File: config.mk
export PLATFORM = sky130hd
export DESIGN_NAME = emb_clk_ser
export DESIGN_NICKNAME = d
export VERILOG_FILES = /design/src/rtl/ecs_pkg.sv /design/src/rtl/ecs_capture.sv /design/src/rtl/ecs_ctrl.sv /design/src/rtl/ecs_shift.sv /design/src/rtl/emb_clk_ser.sv
export SDC_FILE = /design/constraint.sdc
export NUM_CORES = 1
export LEC_CHECK = 0
export BUFFER_PORTS_ARGS = -buffer_cell sky130_fd_sc_hd__buf_4
export CAP_MARGIN = 15
export CORE_ASPECT_RATIO = 0.6
export CORE_UTILIZATION = 40
export CTS_BUF_LIST = sky130_fd_sc_hd__clkbuf_8 sky130_fd_sc_hd__clkbuf_16
export DETAILED_ROUTE_END_ITERATION = 16
export PLACE_DENSITY = 0.63
export SLEW_MARGIN = 40
export SYNTH_ARGS = -nofsm -noshare
export SYNTH_HDL_FRONTEND = slang
export SYNTH_SLANG_ARGS = --single-unit
File: constraint.sdc
create_clock -name clk -period 4 [get_ports clk]
set_clock_uncertainty 0.15 [all_clocks]
set_input_delay 0 -clock clk [delete_from_list [all_inputs] [get_ports clk]]
set_output_delay 0 -clock clk [all_outputs]
set_load 0.01 [all_outputs]
File: src/rtl/ecs_pkg.sv
package ecs_pkg;

  // Power/initialisation state of the transmitter
  typedef enum logic [1:0] {
    PS_OFF  = 2'd0,
    PS_INIT = 2'd1,
    PS_RUN  = 2'd2
  } pstate_e;

  // Framing markers added around every word
  localparam int   ECS_FRAME_OVH = 2;
  localparam logic ECS_START_LVL = 1'b1;
  localparam logic ECS_STOP_LVL  = 1'b0;

endpackage

File: src/rtl/ecs_capture.sv
module ecs_capture #(
  parameter int DATA_W = 10
) (
  input  logic              clk,
  input  logic              rst_n,
  input  logic              wclk_i,
  input  logic              cap_rise_i,
  input  logic [DATA_W-1:0] din_i,
  output logic [DATA_W-1:0] hold_o
);

  logic              wclk_q;
  logic              wrise;
  logic              wfall;
  logic              cap_stb;
  logic [DATA_W-1:0] hold_q;
  logic [DATA_W-1:0] hold_d;

  // Edge detection on the sampled word clock
  always_comb begin
    wrise   = wclk_i & ~wclk_q;
    wfall   = ~wclk_i & wclk_q;
    cap_stb = cap_rise_i ? wrise : wfall;
    hold_d  = cap_stb ? din_i : hold_q;
  end

  always_ff @(posedge clk or negedge rst_n) begin
    if (!rst_n) begin
      wclk_q <= 1'b0;
      hold_q <= '0;
    end else begin
      wclk_q <= wclk_i;
      if (cap_stb) begin
        hold_q <= hold_d;
      end
    end
  end

  assign hold_o = hold_q;

  AST_HOLD_ONLY_ON_EDGE: assert property (@(posedge clk) disable iff (!rst_n)
    !cap_stb |=> $stable(hold_q));

endmodule

File: src/rtl/ecs_ctrl.sv
module ecs_ctrl
  import ecs_pkg::*;
#(
  parameter int INIT_WORDS = 510,
  parameter int SYNC_QUAL  = 5
) (
  input  logic clk,
  input  logic rst_n,
  input  logic tick_i,
  input  logic pwr_n_i,
  input  logic sync_a_i,
  input  logic sync_b_i,
  output logic load_live_o,
  output logic load_sync_o
);

  localparam int            IW        = $clog2(INIT_WORDS + 1);
  localparam int            QW        = $clog2(SYNC_QUAL + 1);
  localparam logic [IW-1:0] INIT_LAST = IW'(INIT_WORDS);
  localparam logic [QW-1:0] QUAL_MAX  = QW'(SYNC_QUAL);

  pstate_e       st_q, st_d;
  logic [IW-1:0] icnt_q, icnt_d;
  logic [QW-1:0] qcnt_q, qcnt_d;
  logic          sync_any;
  logic          load_live;
  logic          icnt_en;
  logic          qcnt_en;

  // Next-state logic
  always_comb begin
    sync_any  = sync_a_i | sync_b_i;
    st_d      = st_q;
    icnt_d    = icnt_q;
    qcnt_d    = qcnt_q;
    load_live = 1'b0;
    if (!pwr_n_i) begin
      st_d   = PS_OFF;
      icnt_d = '0;
      qcnt_d = '0;
    end else begin
      if ((st_q != PS_OFF) && tick_i) begin
        if (!sync_any) begin
          qcnt_d = '0;
        end else if (qcnt_q != QUAL_MAX) begin
          qcnt_d = qcnt_q + 1'b1;
        end
      end
      unique case (st_q)
        PS_OFF: begin
          st_d   = PS_INIT;
          icnt_d = '0;
        end
        PS_INIT: begin
          if (tick_i) begin
            if (icnt_q == INIT_LAST) begin
              st_d      = PS_RUN;
              load_live = 1'b1;
            end else begin
              icnt_d = icnt_q + 1'b1;
            end
          end
        end
        PS_RUN: begin
          load_live = tick_i;
        end
        default: begin
          st_d = PS_OFF;
        end
      endcase
    end
  end

  assign icnt_en     = (icnt_d != icnt_q);
  assign qcnt_en     = (qcnt_d != qcnt_q);
  assign load_live_o = load_live;
  assign load_sync_o = tick_i & (qcnt_d == QUAL_MAX);

  // State registers
  always_ff @(posedge clk or negedge rst_n) begin
    if (!rst_n) begin
      st_q   <= PS_INIT;
      icnt_q <= '0;
      qcnt_q <= '0;
    end else begin
      st_q <= st_d;
      if (icnt_en) begin
        icnt_q <= icnt_d;
      end
      if (qcnt_en) begin
        qcnt_q <= qcnt_d;
      end
    end
  end

  AST_QUAL_BOUNDED: assert property (@(posedge clk) disable iff (!rst_n)
    qcnt_q <= QUAL_MAX);

  AST_SYNC_NEEDS_REQUEST: assert property (@(posedge clk) disable iff (!rst_n)
    (tick_i && !sync_a_i && !sync_b_i) |-> !load_sync_o);

  AST_OFF_NEVER_RUN: assert property (@(posedge clk) disable iff (!rst_n)
    (st_q == PS_OFF) |=> (st_q != PS_RUN));

  AST_INIT_BOUNDED: assert property (@(posedge clk) disable iff (!rst_n)
    icnt_q <= INIT_LAST);

endmodule

File: src/rtl/ecs_shift.sv
module ecs_shift
  import ecs_pkg::*;
#(
  parameter int DATA_W = 10
) (
  input  logic              clk,
  input  logic              rst_n,
  input  logic              pwr_n_i,
  input  logic              den_i,
  input  logic              load_live_i,
  input  logic              load_sync_i,
  input  logic [DATA_W-1:0] hold_i,
  output logic              tick_o,
  output logic              sdo_o,
  output logic              sdo_oe_o
);

  localparam int            FRAME_W  = DATA_W + ECS_FRAME_OVH;
  localparam int            CW       = $clog2(FRAME_W);
  localparam logic [CW-1:0] CNT_LAST = CW'(FRAME_W - 1);

  logic [CW-1:0]      cnt_q, cnt_d;
  logic [FRAME_W-1:0] shreg_q, shreg_d;
  logic [FRAME_W-1:0] sync_pat;
  logic [FRAME_W-1:0] data_frame;
  logic               live_q, live_d;
  logic               oe_q, oe_d;
  logic               tick;

  // Training pattern: first half ones, second half zeros (bit 0 goes first)
  for (genvar gi = 0; gi < FRAME_W; gi++) begin : g_sync
    assign sync_pat[gi] = (gi < FRAME_W / 2);
  end

  always_comb begin
    tick       = (cnt_q == CNT_LAST);
    cnt_d      = tick ? '0 : cnt_q + 1'b1;
    data_frame = {ECS_STOP_LVL, hold_i, ECS_START_LVL};
    if (!pwr_n_i) begin
      shreg_d = '0;
      live_d  = 1'b0;
    end else if (tick) begin
      shreg_d = load_sync_i ? sync_pat : data_frame;
      live_d  = load_live_i;
    end else begin
      shreg_d = {1'b0, shreg_q[FRAME_W-1:1]};
      live_d  = live_q;
    end
    oe_d = den_i & pwr_n_i & live_d;
  end

  always_ff @(posedge clk or negedge rst_n) begin
    if (!rst_n) begin
      cnt_q   <= '0;
      shreg_q <= '0;
      live_q  <= 1'b0;
      oe_q    <= 1'b0;
    end else begin
      cnt_q   <= cnt_d;
      shreg_q <= shreg_d;
      live_q  <= live_d;
      oe_q    <= oe_d;
    end
  end

  assign tick_o   = tick;
  assign sdo_o    = shreg_q[0] & oe_q;
  assign sdo_oe_o = oe_q;

  AST_CNT_RANGE: assert property (@(posedge clk) disable iff (!rst_n)
    cnt_q <= CNT_LAST);

  AST_START_FIRST: assert property (@(posedge clk) disable iff (!rst_n)
    (live_q && cnt_q == '0) |-> shreg_q[0]);

  AST_STOP_LAST: assert property (@(posedge clk) disable iff (!rst_n)
    (live_q && cnt_q == CNT_LAST) |-> !shreg_q[0]);

  AST_DEN_MASKS: assert property (@(posedge clk) disable iff (!rst_n)
    !den_i |=> (!sdo_oe_o && !sdo_o));

  AST_PWR_MASKS: assert property (@(posedge clk) disable iff (!rst_n)
    !pwr_n_i |=> !sdo_oe_o);

endmodule

File: src/rtl/emb_clk_ser.sv
module emb_clk_ser #(
  parameter int DATA_W     = 10,
  parameter int INIT_WORDS = 510,
  parameter int SYNC_QUAL  = 5
) (
  input  logic              clk,
  input  logic              rst_n,
  input  logic              wclk_i,
  input  logic              cap_rise_i,
  input  logic [DATA_W-1:0] din_i,
  input  logic              sync_a_i,
  input  logic              sync_b_i,
  input  logic              den_i,
  input  logic              pwr_n_i,
  output logic              sdo_o,
  output logic              sdo_oe_o
);

  logic [DATA_W-1:0] hold;
  logic              tick;
  logic              load_live;
  logic              load_sync;

  ecs_capture #(.DATA_W(DATA_W)) u_capture (
    .clk        (clk),
    .rst_n      (rst_n),
    .wclk_i     (wclk_i),
    .cap_rise_i (cap_rise_i),
    .din_i      (din_i),
    .hold_o     (hold)
  );

  ecs_ctrl #(.INIT_WORDS(INIT_WORDS), .SYNC_QUAL(SYNC_QUAL)) u_ctrl (
    .clk         (clk),
    .rst_n       (rst_n),
    .tick_i      (tick),
    .pwr_n_i     (pwr_n_i),
    .sync_a_i    (sync_a_i),
    .sync_b_i    (sync_b_i),
    .load_live_o (load_live),
    .load_sync_o (load_sync)
  );

  ecs_shift #(.DATA_W(DATA_W)) u_shift (
    .clk         (clk),
    .rst_n       (rst_n),
    .pwr_n_i     (pwr_n_i),
    .den_i       (den_i),
    .load_live_i (load_live),
    .load_sync_i (load_sync),
    .hold_i      (hold),
    .tick_o      (tick),
    .sdo_o       (sdo_o),
    .sdo_oe_o    (sdo_oe_o)
  );

endmodule

==> results.yml <==
clock_network:
  cts_tree: "done"
  path_clk_slew_ps: 80
  clk_path_buf_depth: 2
  cts_setup_buffers: 0
  cts_htree_levels: 2
  numCtsBuffers: 5
  clock-sinks: 42
  clk_latency_ps: 290
  cts-root-buf: "clkbuf_8"
final_layout:
  diodes: 0
  fin_nets: 250
  area_growth_pct: 21.5
  drive_gt1_share_pct: 22.4
  nFillCells: 443
global_route:
  grt_pass1_vias: 1406
  gr-total-overflow: 0
  grt_max_degree: 43
  antenna_found_initial: 0
  grt_pass1_wl_um: 6840
  grt_use_total_pct: 16.7
pwr:
  p_leak_uw: 0.00108
  power.density_nw_per_um2: 367
  vdd_drop_max_mv: 0.201
logic_synthesis:
  synth_area_leaders: "dfrtp_1, mux2_2, ha_1"
  yosysWarnings: 0
  synth.distinct_cells: 44
  ys_ff_latch: 42
  synth-seq-area-share_pct: 51.1
  syn_area_um2: 2060
  syn-instance-count: 187
  yosysTopAreaCell: "dfrtp_1"
  synth_top_area_share_pct: 49.8
  syn_avg_cell_area_um2: 11.0
  syn_nets: 214
drt:
  wl_per_cell_um: 13.4
  dr.pass1.iters: 4
  drc: 0
  vias: 1461
  viasPerCell: 5.11
  drtIter0Drc: 85
  detail-route-antenna-nets: 0
  drt-total-wl_um: 3830
die:
  core_um2: 4750
  fp.dieW_um: 94.6
  die_area_um2: 5450
  rows: 19
  num_io_pins: 20
  die_height_um: 57.6
  initial_core_util_pct: 43.3
critical_path:
  arrival_ps: 2820
  startpoint_type: "flip-flop"
  cp-end-kind: "flip-flop"
  cp.required_ps: 4080
  crit_type: "reg -> reg"
  cp_max_fo: 10
worst_hold_path:
  min_path_type: "in -> async"
placed_design:
  gp_congestion: 0.770
  portBuffers: 19
  dp_hpwl_um: 2520
sta:
  setup_tns_ps: 0
  worst_pin_slew_ps: 600
  finalSetupViolCount: 0
  fmax_mhz: 366
  min_period_ps: 2740
  relSlewSlack_pct: 60.0
  drv_slew: 0
  period_share_pct: 68.4
  hold_violations: 0
  hold_slack_ps: 74.0
  grt_setup_unrepaired: "false"
outcome:
  outcome: "finished, final reports clean"
job:
  maxCapViolCount: 0
[where the power goes]
group / switching, uW / internal [uW] / total (uW)
combinational: 96.4 / 75.5 / 172
sequential: 23.9 / 464 / 488
clock: 140 / 117 / 258
[critical path, stage by stage, from the launching register on]
cell and delay (ps):
dfstp_2 560, inv_1 60, ha_1 290, o41ai_4 420, dlygate4sd3_1 710, nor3_4 80, o211ai_4 160, and4_1 230
[kinds of logic (layout without fill, tap and decap cells)]
family	count (synthesis)	count (layout)	share of synthesized area (%)
AOI/OAI and AO/OA	37	37	13.5
xor gates and xnor gates	7	7	2.98
adders and majority gates	9	9	5.47
buffers and inverters	14	50	2.61
DFF	42	42	51.1
muxes	12	12	6.50
and+or+nand+nor	66	66	17.8
[layout by cell type, fill, tap and decap left out, types with 3 or more instances in the layout]
cell type	instances
dlygate4sd3_1	17
nand4_1	3
nand2_1	15
and3_1	5
buf_4	19
nor3_1	4
clkbuf_8	5
a32o_1	4
nor2_1	19
dfrtp_1	41
o21ai_0	12
ha_1	9
nand3_1	5
mux2_2	11
a21oi_1	9
xnor2_1	6
inv_1	6
[synth_stat cells (all sizes together)]
library cell / count
nand2: 16
ha: 9
and4: 1
buf: 1
o41ai: 1
nand4: 3
a32o: 4
nand3b: 1
and3b: 1
nor2: 19
o31ai: 1
and4b: 1
dfstp: 1
o21ai: 14
o211ai: 3
xnor2: 6
mux2: 11
nor3b: 2
mux2i: 1
nand2b: 2
nand3: 5
and4bb: 1
or3: 1
a21boi: 1
nor3: 5
clkbuf: 6
and2: 2
dfrtp: 41
xor2: 1
and3: 6
o2111ai: 2
inv: 7
o21a: 1
o311ai: 1
a21oi: 9
[what timing repair did]
| item | in CTS | in global routing |
|---|---|---|
| endpoints found under the hold margin | 69 | 0 |
| gates resized for setup | 0 | 0 |
| hold buffers | 17 | 0 |
[metal layers]
layer  vias up  global-route usage (%)  share of wire [%]
met5         -                       0                  0
met4         0                    5.19               0.50
met3         3                    4.93                3.9
met2        28                    21.8                 41
met1       700                    26.2                 55
li1        730                       -                  -
[flip-flops by register name (all words and copies together), names as in the netlist]
register / cells
u_ctrl.st_q: 2
u_shift.live_q: 1
u_capture.wclk_q: 1
u_ctrl.icnt_q: 9
u_shift.sdo_oe_o: 1
u_shift.cnt_q: 4
u_capture.hold_o: 10
u_shift.shreg_q: 11
u_ctrl.qcnt_q: 3
[area by class of cell]
class	instances	area, um^2	area share (%)
Sequential cell	42	1050	42.1
Multi-Input combinational cell	131	952	38.1
Timing Repair Buffer	36	313	12.5
Tap cell	63	78.8	3.15
Clock buffer	5	68.8	2.75
Inverter	7	26.3	1.05
Clock inverter	2	10.0	0.400
[final timing paths]
check	start	endpoint	slack, ps	cells after the start
worst max register to register	u_ctrl.st_q[0]$_DFFE_PN1P_	u_shift.shreg_q[10]$_DFF_PN0_	1260	7
worst min register to register	u_shift.cnt_q[0]$_DFF_PN0_	u_shift.cnt_q[0]$_DFF_PN0_	320	1
worst min-delay path	rst_n	u_ctrl.icnt_q[8]$_DFFE_PN0P_	70	2
min in group clk	sync_b_i	u_shift.shreg_q[5]$_DFF_PN0_	130	5
max in group asynchronous	rst_n	u_capture.hold_o[9]$_DFFE_PN0P_	3260	2
worst max-delay path	u_ctrl.st_q[0]$_DFFE_PN1P_	u_shift.shreg_q[10]$_DFF_PN0_	1260	7
[stage by stage]
| step | setup slack (ps) | instance area [um^2] | std cells | util, % | power (uW) |
|---|---|---|---|---|---|
| global placement | 1710 | 2250 | 262 | 47.4 | 654 |
| detailed placement | 1670 | 2250 | 262 | 47.4 | 655 |
| finish | 1260 | 2500 | 286 | 52.6 | 917 |
| global route | 1110 | 2500 | 286 | 52.6 | 970 |
| floorplan | 1860 | 2060 | 187 | - | 599 |
| CTS | 1280 | 2500 | 286 | 52.6 | 926 |
No activity file was read; power rests on OpenSTA's default activity.
